## config.mk

```make
export PLATFORM = sky130hd
export DESIGN_NAME = pkt_page_alloc
export DESIGN_NICKNAME = d
export VERILOG_FILES = /design/src/rtl/pba_pkg.sv /design/src/rtl/pba_fifo.sv /design/src/rtl/pba_ctrl.sv /design/src/rtl/pba_dp.sv /design/src/rtl/pkt_page_alloc.sv
export SDC_FILE = /design/constraint.sdc
export NUM_CORES = 1
export LEC_CHECK = 0
export BUFFER_PORTS_ARGS = -buffer_cell sky130_fd_sc_hd__buf_2
export CORE_ASPECT_RATIO = 2
export CORE_MARGIN = 3
export CORE_UTILIZATION = 50
export CTS_BUF_LIST = sky130_fd_sc_hd__clkbuf_4
export DETAILED_ROUTE_END_ITERATION = 16
export GPL_TIMING_DRIVEN = 0
export PLACE_DENSITY = 0.66
export SYNTH_ARGS = -nofsm -noshare
export SYNTH_HDL_FRONTEND = slang
export SYNTH_HIERARCHICAL = 1
export SYNTH_SLANG_ARGS = --single-unit
```

## constraint.sdc

```tcl
create_clock -name clk -period 11.63 [get_ports clk]
set_clock_uncertainty 0.2 [all_clocks]
set_input_delay 1.163 -clock clk [delete_from_list [all_inputs] [get_ports clk]]
set_output_delay 1.163 -clock clk [all_outputs]
set_load 0.02 [all_outputs]
```

## src/rtl/pba_pkg.sv

```systemverilog
package pba_pkg;

  typedef enum logic [2:0] {
    OP_NOP   = 3'd0,
    OP_ALLOC = 3'd1,
    OP_RESET = 3'd2,
    OP_RXREL = 3'd3,
    OP_FREE  = 3'd4,
    OP_ENQ   = 3'd5
  } cmdOp_e;

  // strobes from control to datapath, one cycle each
  typedef struct packed {
    logic doReset;
    logic doGrant;
    logic doFreeSel;
    logic doRxRelease;
    logic doEnqueue;
  } strobes_t;

endpackage

```

## src/rtl/pba_fifo.sv

```systemverilog
module pba_fifo #(
  parameter int DEPTH = 16,
  parameter int W     = 4
) (
  input  logic         clk,
  input  logic         rstN,
  input  logic         clear,
  input  logic         push,
  input  logic [W-1:0] pushData,
  input  logic         pop,
  output logic [W-1:0] head,
  output logic         empty
);
  localparam int AW = (DEPTH > 1) ? $clog2(DEPTH) : 1;
  localparam int CW = $clog2(DEPTH + 1);

  logic [W-1:0]  mem [DEPTH];
  logic [AW-1:0] rdPtr, wrPtr;
  logic [CW-1:0] count;
  logic          full, doPush, doPop;

  assign empty  = (count == '0);
  assign full   = (count == CW'(DEPTH));
  assign doPop  = pop && !empty;
  assign doPush = push && (!full || doPop);
  assign head   = mem[rdPtr];

  always_ff @(posedge clk or negedge rstN) begin
    if (!rstN) begin
      rdPtr <= '0;
      wrPtr <= '0;
      count <= '0;
      for (int i = 0; i < DEPTH; i++) mem[i] <= '0;
    end else if (clear) begin
      rdPtr <= '0;
      wrPtr <= '0;
      count <= '0;
    end else begin
      if (doPush) begin
        mem[wrPtr] <= pushData;
        wrPtr <= (wrPtr == AW'(DEPTH - 1)) ? '0 : wrPtr + 1'b1;
      end
      if (doPop) rdPtr <= (rdPtr == AW'(DEPTH - 1)) ? '0 : rdPtr + 1'b1;
      if (doPush && !doPop)      count <= count + 1'b1;
      else if (doPop && !doPush) count <= count - 1'b1;
    end
  end

  p_fifo_bound_r10: assert property (@(posedge clk) disable iff (!rstN)
    count <= CW'(DEPTH));

endmodule

```

## src/rtl/pba_ctrl.sv

```systemverilog
module pba_ctrl
  import pba_pkg::*;
#(
  parameter int CNT_W    = 3,
  parameter int PKT_W    = 4,
  parameter int RES_W    = 8,
  parameter int BUSY_CYC = 2
) (
  input  logic             clk,
  input  logic             rstN,
  input  logic             cmdValid,
  input  logic [2:0]       cmdOp,
  input  logic [CNT_W-1:0] cmdPages,
  input  logic             irqAck,
  input  logic             grantOk,
  input  logic [PKT_W-1:0] grantPkt,
  output strobes_t         strb,
  output logic [CNT_W-1:0] reqPages,
  output logic             busy,
  output logic [RES_W-1:0] allocResult,
  output logic             allocIrq
);
  localparam int BW = $clog2(BUSY_CYC + 1);
  localparam logic [RES_W-1:0] FAIL_VAL = {1'b1, {(RES_W-1){1'b0}}};

  logic [BW-1:0] busyCnt;
  logic          pendQ;
  logic          accept, isAlloc;
  cmdOp_e        op;

  assign op      = cmdOp_e'(cmdOp);
  assign accept  = cmdValid && (busyCnt == '0);
  assign isAlloc = accept && (op == OP_ALLOC);
  assign busy    = (busyCnt != '0);

  always_comb begin
    strb.doReset     = accept && (op == OP_RESET);
    strb.doFreeSel   = accept && (op == OP_FREE);
    strb.doRxRelease = accept && (op == OP_RXREL);
    strb.doEnqueue   = accept && (op == OP_ENQ);
    // reset and a fresh request both override a grant of the old request
    strb.doGrant     = pendQ && grantOk && !strb.doReset && !isAlloc;
  end

  always_ff @(posedge clk or negedge rstN) begin
    if (!rstN) begin
      busyCnt     <= '0;
      pendQ       <= 1'b0;
      reqPages    <= '0;
      allocResult <= FAIL_VAL;
      allocIrq    <= 1'b0;
    end else begin
      if (strb.doReset || strb.doFreeSel || strb.doRxRelease)
        busyCnt <= BW'(BUSY_CYC);
      else if (busyCnt != '0)
        busyCnt <= busyCnt - 1'b1;

      if (strb.doReset) begin
        pendQ       <= 1'b0;
        allocResult <= FAIL_VAL;
      end else if (isAlloc) begin
        pendQ       <= 1'b1;
        reqPages    <= cmdPages;
        allocResult <= FAIL_VAL;
      end else if (strb.doGrant) begin
        pendQ       <= 1'b0;
        allocResult <= {{(RES_W-PKT_W){1'b0}}, grantPkt};
      end

      if (strb.doReset)      allocIrq <= 1'b0;
      else if (strb.doGrant) allocIrq <= 1'b1;
      else if (irqAck)       allocIrq <= 1'b0;
    end
  end

  p_busy_min_r5: assert property (@(posedge clk) disable iff (!rstN)
    $rose(busy) |=> busy);

  p_alloc_fail_r2: assert property (@(posedge clk) disable iff (!rstN)
    isAlloc |=> (allocResult[RES_W-1] && !allocIrq) || $past(allocIrq));

  p_grant_result_r2: assert property (@(posedge clk) disable iff (!rstN)
    strb.doGrant |=> (!allocResult[RES_W-1] && allocIrq));

  p_irq_sticky_r11: assert property (@(posedge clk) disable iff (!rstN)
    (allocIrq && !irqAck && !strb.doReset) |=> allocIrq);

endmodule

```

## src/rtl/pba_dp.sv

```systemverilog
module pba_dp
  import pba_pkg::*;
#(
  parameter int NUM_PAGES = 18,
  parameter int NUM_PKTS  = 16,
  parameter int CNT_W     = 3,
  parameter int PKT_W     = 4
) (
  input  logic             clk,
  input  logic             rstN,
  input  strobes_t         strb,
  input  logic [CNT_W-1:0] reqPages,
  input  logic [PKT_W-1:0] selPkt,
  input  logic             autoRelease,
  input  logic             rxPush,
  input  logic [PKT_W-1:0] rxPkt,
  input  logic             txDone,
  input  logic             txOk,
  input  logic             txDonePop,
  output logic             grantOk,
  output logic [PKT_W-1:0] grantPkt,
  output logic             rxEmpty,
  output logic [PKT_W-1:0] rxHead,
  output logic             txQEmpty,
  output logic [PKT_W-1:0] txQHead,
  output logic             txDoneEmpty,
  output logic [PKT_W-1:0] txDoneHead
);
  localparam int PIDX_W = $clog2(NUM_PAGES);

  logic [NUM_PAGES-1:0] pageUsed;
  logic [NUM_PKTS-1:0]  pktValid;
  logic [PIDX_W-1:0]    pktBase [NUM_PKTS];
  logic [CNT_W-1:0]     pktCnt  [NUM_PKTS];

  function automatic logic [NUM_PAGES-1:0] spanMask(input int base, input int cnt);
    logic [NUM_PAGES-1:0] m;
    for (int i = 0; i < NUM_PAGES; i++) m[i] = (i >= base) && (i <= base + cnt);
    return m;
  endfunction

  // lowest start page whose run is entirely free
  logic                 fitFound, pktFound;
  int                   fitBase;
  logic [NUM_PAGES-1:0] grantMask;
  always_comb begin
    fitFound = 1'b0;
    fitBase  = 0;
    for (int b = NUM_PAGES - 1; b >= 0; b--) begin
      if ((b + int'(reqPages) <= NUM_PAGES - 1) &&
          ((pageUsed & spanMask(b, int'(reqPages))) == '0)) begin
        fitFound = 1'b1;
        fitBase  = b;
      end
    end
    pktFound = 1'b0;
    grantPkt = '0;
    for (int p = NUM_PKTS - 1; p >= 0; p--) begin
      if (!pktValid[p]) begin
        pktFound = 1'b1;
        grantPkt = PKT_W'(p);
      end
    end
    grantMask = spanMask(fitBase, int'(reqPages));
  end
  assign grantOk = fitFound && pktFound;

  // two release sources: a software command and an automatic release
  logic             cmdFreeEn, autoFreeEn, donePush;
  logic [PKT_W-1:0] cmdFreePkt, autoFreePkt;
  logic [NUM_PAGES-1:0] freeMaskA, freeMaskB;

  assign cmdFreePkt  = strb.doFreeSel ? selPkt : rxHead;
  assign cmdFreeEn   = strb.doFreeSel || (strb.doRxRelease && !rxEmpty);
  assign autoFreePkt = txQHead;
  assign autoFreeEn  = txDone && !txQEmpty && txOk && autoRelease;
  assign donePush    = txDone && !txQEmpty && !(txOk && autoRelease);

  assign freeMaskA = (cmdFreeEn && pktValid[cmdFreePkt]) ?
                     spanMask(int'(pktBase[cmdFreePkt]), int'(pktCnt[cmdFreePkt])) : '0;
  assign freeMaskB = (autoFreeEn && pktValid[autoFreePkt]) ?
                     spanMask(int'(pktBase[autoFreePkt]), int'(pktCnt[autoFreePkt])) : '0;

  always_ff @(posedge clk or negedge rstN) begin
    if (!rstN) begin
      pageUsed <= '0;
      pktValid <= '0;
      for (int p = 0; p < NUM_PKTS; p++) begin
        pktBase[p] <= '0;
        pktCnt[p]  <= '0;
      end
    end else if (strb.doReset) begin
      pageUsed <= '0;
      pktValid <= '0;
    end else begin
      pageUsed <= (pageUsed & ~freeMaskA & ~freeMaskB) |
                  (strb.doGrant ? grantMask : '0);
      for (int p = 0; p < NUM_PKTS; p++) begin
        if ((cmdFreeEn && cmdFreePkt == PKT_W'(p)) ||
            (autoFreeEn && autoFreePkt == PKT_W'(p)))
          pktValid[p] <= 1'b0;
      end
      if (strb.doGrant) begin
        pktValid[grantPkt] <= 1'b1;
        pktBase[grantPkt]  <= PIDX_W'(fitBase);
        pktCnt[grantPkt]   <= reqPages;
      end
    end
  end

  pba_fifo #(.DEPTH(NUM_PKTS), .W(PKT_W)) u_rxFifo (
    .clk(clk), .rstN(rstN), .clear(strb.doReset),
    .push(rxPush), .pushData(rxPkt), .pop(strb.doRxRelease),
    .head(rxHead), .empty(rxEmpty));

  pba_fifo #(.DEPTH(NUM_PKTS), .W(PKT_W)) u_txFifo (
    .clk(clk), .rstN(rstN), .clear(strb.doReset),
    .push(strb.doEnqueue), .pushData(selPkt), .pop(txDone),
    .head(txQHead), .empty(txQEmpty));

  pba_fifo #(.DEPTH(NUM_PKTS), .W(PKT_W)) u_doneFifo (
    .clk(clk), .rstN(rstN), .clear(strb.doReset),
    .push(donePush), .pushData(txQHead), .pop(txDonePop),
    .head(txDoneHead), .empty(txDoneEmpty));

  p_grant_pages_free_r3: assert property (@(posedge clk) disable iff (!rstN)
    strb.doGrant |-> ((pageUsed & grantMask) == '0));

  p_grant_new_pkt_r2: assert property (@(posedge clk) disable iff (!rstN)
    strb.doGrant |-> !pktValid[grantPkt]);

  p_reset_all_free_r6: assert property (@(posedge clk) disable iff (!rstN)
    strb.doReset |=> (pageUsed == '0 && pktValid == '0));

  p_auto_release_r9: assert property (@(posedge clk) disable iff (!rstN)
    autoFreeEn |=> !pktValid[$past(autoFreePkt)]);

endmodule

```

## src/rtl/pkt_page_alloc.sv

```systemverilog
module pkt_page_alloc
  import pba_pkg::*;
#(
  parameter int NUM_PAGES = 18,
  parameter int NUM_PKTS  = 16,
  parameter int CNT_W     = 3,
  parameter int RES_W     = 8,
  parameter int BUSY_CYC  = 2,
  localparam int PKT_W    = $clog2(NUM_PKTS)
) (
  input  logic             clk,
  input  logic             rstN,
  input  logic             cmdValid,
  input  logic [2:0]       cmdOp,
  input  logic [CNT_W-1:0] cmdPages,
  input  logic [PKT_W-1:0] selPkt,
  input  logic             autoRelease,
  input  logic             irqAck,
  input  logic             rxPush,
  input  logic [PKT_W-1:0] rxPkt,
  input  logic             txDone,
  input  logic             txOk,
  input  logic             txDonePop,
  output logic             busy,
  output logic [RES_W-1:0] allocResult,
  output logic             allocIrq,
  output logic             rxEmpty,
  output logic [PKT_W-1:0] rxHead,
  output logic             txQEmpty,
  output logic [PKT_W-1:0] txQHead,
  output logic             txDoneEmpty,
  output logic [PKT_W-1:0] txDoneHead
);
  strobes_t         strb;
  logic [CNT_W-1:0] reqPages;
  logic             grantOk;
  logic [PKT_W-1:0] grantPkt;

  pba_ctrl #(.CNT_W(CNT_W), .PKT_W(PKT_W), .RES_W(RES_W), .BUSY_CYC(BUSY_CYC)) u_ctrl (
    .clk(clk), .rstN(rstN), .cmdValid(cmdValid), .cmdOp(cmdOp),
    .cmdPages(cmdPages), .irqAck(irqAck), .grantOk(grantOk),
    .grantPkt(grantPkt), .strb(strb), .reqPages(reqPages), .busy(busy),
    .allocResult(allocResult), .allocIrq(allocIrq));

  pba_dp #(.NUM_PAGES(NUM_PAGES), .NUM_PKTS(NUM_PKTS), .CNT_W(CNT_W), .PKT_W(PKT_W)) u_dp (
    .clk(clk), .rstN(rstN), .strb(strb), .reqPages(reqPages),
    .selPkt(selPkt), .autoRelease(autoRelease), .rxPush(rxPush),
    .rxPkt(rxPkt), .txDone(txDone), .txOk(txOk), .txDonePop(txDonePop),
    .grantOk(grantOk), .grantPkt(grantPkt), .rxEmpty(rxEmpty),
    .rxHead(rxHead), .txQEmpty(txQEmpty), .txQHead(txQHead),
    .txDoneEmpty(txDoneEmpty), .txDoneHead(txDoneHead));

endmodule

```

# Yosys cells after proc, flatten, opt, wreduce, memory -nomap -nowiden
# Cells that the tools add are included.
# totals
register_bits,408
in_bits,23
out_inout_bits,25
wordCells,924
# classes
addsub,33
n_lt_le_gt_ge,314
n_eq_ne,44
muxes,187
n_bitwise,34
reduce_logical,216
# ops
op,n
$le A5 B32 Y1 const A,116
$le A6 B32 Y1 const A,39
$le A4 B32 Y1 const A,34
$mux W32,17
$le A32 B6 Y1 const B,16
$and A18 B18 Y18,20
$le A3 B32 Y1 const A,11
$logic_not A18 Y1,18
$ge A5 B32 Y1 const A,8
$bwmux W64,3
$mux W4,44
$logic_and A1 B1 Y1,137
$ge A4 B32 Y1 const A,4
$le A2 B32 Y1 const A,4
$le A1 B32 Y1 const A,3
$eq A4 B4 Y1 const B,22
$bwmux W80,1
$ge A4 B5 Y1 const A,16
$mux W1,75
$mux W5,15
$mux W18,4
$ge A3 B32 Y1 const A,2
$ge A6 B32 Y1 const A,2
$bmux W4 S4,3
other kinds (60),214

# Depth between registers and ports, before layout
# logic_depth
depth_word,30
ltp_mapped,25
ltp_nobuf,20

# Hierarchy
# Netlist, hierarchy kept.
# by_module_without_submodules
module,instances,cells_per_inst,area_per_inst_um2,seq_area_each_um2
pba_dp,1,1200,12572.1,4053.9
pba_fifo at u_dp.u_doneFifo ...,2,287,3833.7,1926.8
pba_fifo at u_dp.u_rxFifo,1,302,3941.3,1926.8
pba_ctrl,1,65,666.9,301.5

# Least setup slack after synthesis
# OpenSTA, ideal clock, no wires.
# synth_path
kind,reg-to-reg
startpoint,register u_dp.u_txFifo.rdPtr[0]
endpoint,register u_dp.pageUsed[10]
setup_ns,0.120
arrival_ns,5.638
t_required_ns,11.310
setup_slack_ns,5.671
path_stages_with_launch,19
path_buffers,5
synth_period_minus_slack_ns,5.959
path_cell_list,dfrtp_1 > clkbuf_1 > mux4_2 > a22oi_1 > nand2_1 > buf_6 > buf_12 > buf_2 > buf_1 > mux4_2 > mux4_2 > ha_1 > fa_1 > a21oi_1 > a21oi_1 > a211o_2 > a221o_1 > o2111a_1 > a41o_1
# synth_via
elab_chain_len,16
word_cells_on_any_way,23
classes_between,add/sub (1); order compare (2); mux (13); bitwise (5); reduce/logical (2)
# synth_rtl
element,line_no,rtl
"start, declared",pba_fifo.sv:18,"logic [AW-1:0] rdPtr, wrPtr;"
"start signal, assigned",pba_fifo.sv:43,if (doPop) rdPtr <= (rdPtr == AW'(DEPTH - 1)) ? '0 : rdPtr + 1'b1;
$not A4 Y5 (not written as such) *,pba_fifo.sv:26,assign head = mem[rdPtr];
$bmux W4 S4 *,pba_fifo.sv:26,
$mux W4 (not written as such) * (2 in series),pba_fifo.sv:26,
named net txQHead[0],pkt_page_alloc.sv:30,"output logic [PKT_W-1:0] txQHead,"
$not A4 Y5 (not written as such),pba_dp.sv:82,"spanMask(int'(pktBase[autoFreePkt]), int'(pktCnt[autoFreePkt])) : '0;"
$bmux W5 S4 / $bmux W3 S4 (equally long branches),pba_dp.sv:82,
$mux W5 (not written as such) / $mux W3 (equally long branches) (2 in series),pba_dp.sv:82,
$add A5 B3 Y6,pba_dp.sv:38,for (int i = 0; i < NUM_PAGES; i++) m[i] = (i >= base) && (i <= base + cnt);
$le A5 B32 Y1,pba_dp.sv:38,
$logic_and A1 B1 Y1,pba_dp.sv:38,
$mux W18 *,pba_dp.sv:81,assign freeMaskB = (autoFreeEn && pktValid[autoFreePkt]) ?
$not A18 Y18 *,pba_dp.sv:96,pageUsed <= (pageUsed & ~freeMaskA & ~freeMaskB) |
$and A18 B18 Y18 *,pba_dp.sv:96,
$or A18 B18 Y18 *,pba_dp.sv:96,
$mux W18 *,pba_dp.sv:92,end else if (strb.doReset) begin
"end signal, assigned",pba_dp.sv:96,
"end, declared",pba_dp.sv:31,logic [NUM_PAGES-1:0] pageUsed;
# The timed path passes the listed nets; every way through them passes the cells marked *. The select of a mux whose other input is x is not followed.
# A chain may end at the register's enable or synchronous reset.

==> metrics <==
crit-path most repeated cell=nand2_1; cell count along the critical path=19; final hold vios=0; placed insts=2839; core footprint=0.0492 sq mm; min Tclk post-route=8.37 ns; Netlist cell types=110; TritonCTS clock tree=yes; pwr dens=253 mW/mm^2; FF-to-FF End=u_dp/pktCnt[31]$_DFFE_PN0P_; H-tree depth=3; kind of critical path=flop to flop; ys flop type=dfrtp_1; Leak Pwr=12.2 nW; io pins=48; Finished Layout Cells=3018; ANT nets after route=0; drt wl/cell=27.0 microns; worst-skew pair later-pin latency=0.86 ns; number of synthesized flops with an enable pin=0; post-cts hold buffer count=0; antenna violations before repair=2; post_cts resized=0; clock-pin slew on the worst setup and hold paths=0.10 ns; Top delay family on crit path=compound AO/OA/AOI/OAI gates; DRC=0; Fin Hold WS=0.0316 ns; Peak VDD IR=0.157 mV; Pre-antenna DRT Iters=7; Root Driver=clkbuf_4; failing checks=max-capacitance violations, max-slew violations; Area Growth Syn to Fin=9.92%; Synth Instances=2141; fin worst setup slack=3.26 ns; max cap viols=3; status=finished with violations; Routed Wire Length=81400 microns; RSZ-0062 raised after global routing=no; CP Cell Sequence=clkbuf_1 -> inv_1 -> ha_1 -> or2_2 -> a222oi_1 -> a221oi_1 -> o31ai_2 -> nor3b_2 -> nand2_1 -> nor2_1 -> a21oi_1 -> nand2_1 -> nor2_1 -> nor2b_1 -> nand2_1 -> nor2_1 -> nand2_1 -> a211oi_2 -> mux2_2; Clock Power Share=16.9%; synth warn=6; Int Power=3.60 mW; peak per-stage delay on the critical path=1.13 ns; die width=164 microns; Psw=3.30 mW; Sw Share=47.9%; DIE HEIGHT=321 microns; Post-CTS Repair Setup Buffers=0; internal reg-to-reg setup slack=3.26 ns; Worst setup startpoint=u_ctrl/reqPages[1]$_DFFE_PN0P_; initial core utilization=50.5%; mapped cell area=0.0248 sq mm; Crit path required time=12.13 ns; die area=0.0526 sq mm; first-pass GRT wire length=123000 microns; FF-to-FF path depth=19; worst-path maximum fanout=20; via/cell ratio=6.52; post-detail-place hpwl=61000 microns; share of cells above drive strength 1=31.2%; CP endpoint kind=flop; Crit path arrival time=8.86 ns; # port buffers=44; Sink Count=405; part of the power in registers=27.9%; Vias=19.7k; post-synthesis sequential area ratio=40.8%; highest-delay cell along the critical path=a211oi_2; Fin Setup TNS=0 ns; Critical Path Start Type=flop; Rel. slew slack=-1.85%; Initial DRC Count=1312; hold crit path type=primary input to async pin; Async SR Flop Fraction=100%; GRT overflow=0; Avg Cell Area, Syn=11.6 sq um; final setup fails=0; Core Rows=115; Final period util=71.9%; number of synthesized register bits=405; WP buf/inv=2; Tot GR Track Use=31.1%; Final nets=2385; largest net degree at the start of global routing=120; vias in the first global route=20.9k; Placement Setup Slack=3.45 ns; GP Congestion=1.04; Worst Setup EP=u_dp/pktCnt[31]$_DFFE_PN0P_; Slew Limit Fails=21; Fmax=120 MHz; CTS Buf Count=97; Critical R2R Launch=u_ctrl/reqPages[1]$_DFFE_PN0P_; Slew @ Worst Pin=1.52 ns; Combinational Power Share=55.2%; clk buf depth=3
==> cell families (layout without fill, tap and decap cells) <==
kind of cell	count (synthesis)	count (layout)	synth area share, %
buffers and inverters	188	418	3.29
multiplexers	497	497	27.6
flip-flops	405	405	40.8
AND/OR/NAND/NOR	487	487	10.2
AO/OA/AOI/OAI	478	478	13.9
other	1	5	0.0151
XOR/XNOR	19	19	0.670
adder cells (fa/ha/maj)	66	66	3.50
==> layout make-up <==
cell class                 instances  area [sq um]
fill                            4356         21900
multi-input combinational       1550         13900
sequential                       405         10100
clock buffer                     138          1040
tap                              643           805
buffer                           123           574
timing repair buffer              54           395
inverter                          65           244
clock inverter                    38           189
antenna                            2          5.00
==> synth_stat cells, drive strengths merged, types with 13 or more instances <==
library cell  count  area [sq um]
dfrtp           404         10100
mux2            344          3880
nor2            126           480
nand2           119           449
mux4            109          2520
a21oi            95           487
o21ai            82           410
clkbuf           77           289
inv              63           236
ha               60           751
buf              46           285
nand3            46           230
mux2i            44           465
a22oi            35           273
nand2b           32           210
nor2b            30           188
a21o             25           188
nor3             25           150
o211ai           21           171
a31oi            19           119
a211oi           18           155
o2111ai          18           210
o22ai            17           106
or3              16           100
a221oi           13           114
==> stage by stage <==
| step | cell area, sq um | power (mW) | util, % |
|---|---|---|---|
| floorplan | 24900 | 4.42 | - |
| global placement | 25900 | 5.57 | 52.6 |
| detailed placement | 26100 | 5.64 | 53.0 |
| CTS | 27300 | 6.84 | 55.5 |
| global route | 27300 | 7.31 | 55.5 |
| finish | 27300 | 6.90 | 55.5 |
==> routing by layer <==
metal  vias up  wire [microns]  track usage [%]  share of wire (%)
met3       455            4420             6.19                5.4
met1      9762           25200             28.8                 31
li1       8543               -                -                  -
met5         -               7                0             0.0086
met2       911           43000             56.1                 53
met4         2            8860             27.9                 11
==> how the worst min path moves through the flow <==
stage                                      start                                end  slack (ns)  depth (start not counted)
6_report                                    rstN     u_ctrl/reqPages[1]$_DFFE_PN0P_        0.03                          1
4_1_cts                                     rstN     u_ctrl/reqPages[1]$_DFFE_PN0P_       0.003                          1
2_1_floorplan  u_dp/u_rxFifo/mem[52]$_DFFE_PN0P_  u_dp/u_rxFifo/mem[52]$_DFFE_PN0P_        0.26                          1
3_3_place_gp   u_dp/u_rxFifo/mem[52]$_DFFE_PN0P_  u_dp/u_rxFifo/mem[52]$_DFFE_PN0P_        0.27                          1
3_5_place_dp   u_dp/u_rxFifo/mem[52]$_DFFE_PN0P_  u_dp/u_rxFifo/mem[52]$_DFFE_PN0P_        0.28                          1
5_1_grt                                     rstN     u_ctrl/reqPages[1]$_DFFE_PN0P_        0.03                          1
==> flip-flops by register name, indices dropped and copies added, names as in the netlist, 16 cells and up <==
name / count
u_dp/u_txFifo/mem: 64
u_dp/pageUsed: 18
u_dp/pktCnt: 48
u_dp/pktBase: 80
u_dp/pktValid: 16
u_dp/u_doneFifo/mem: 64
u_dp/u_rxFifo/mem: 64
==> power groups by stage <==
stage | logic [mW] | registers [mW] | clock network (mW)
floorplan | 2.58 | 1.85 | 0
global placement | 3.64 | 1.92 | 0
detailed placement | 3.70 | 1.94 | 0
CTS | 3.71 | 1.92 | 1.21
global route | 4.08 | 1.96 | 1.28
finish | 3.81 | 1.92 | 1.17
==> placed cells by master, fill, tap and decap left out, types with 14 or more instances in the layout <==
cell type,synthesis,final
clkinv_1,2,31
clkbuf_4,0,138
ha_1,60,60
o211ai_1,20,20
a22oi_1,33,33
mux4_2,92,92
clkbuf_1,77,77
a21o_1,25,25
o21ai_0,78,78
mux2i_1,42,42
mux2_2,337,337
nor2_1,125,125
nor2b_1,30,30
nand2b_1,30,30
a211oi_1,14,14
nand2_1,118,118
o22ai_1,17,17
nand3_1,46,46
dfrtp_1,404,404
or3_1,16,16
buf_2,29,72
a21oi_1,94,94
o2111ai_1,15,15
inv_1,62,62
a31oi_1,19,19
mux4_1,17,17
nor3_1,20,19
(Power assumes the default switching activity.)
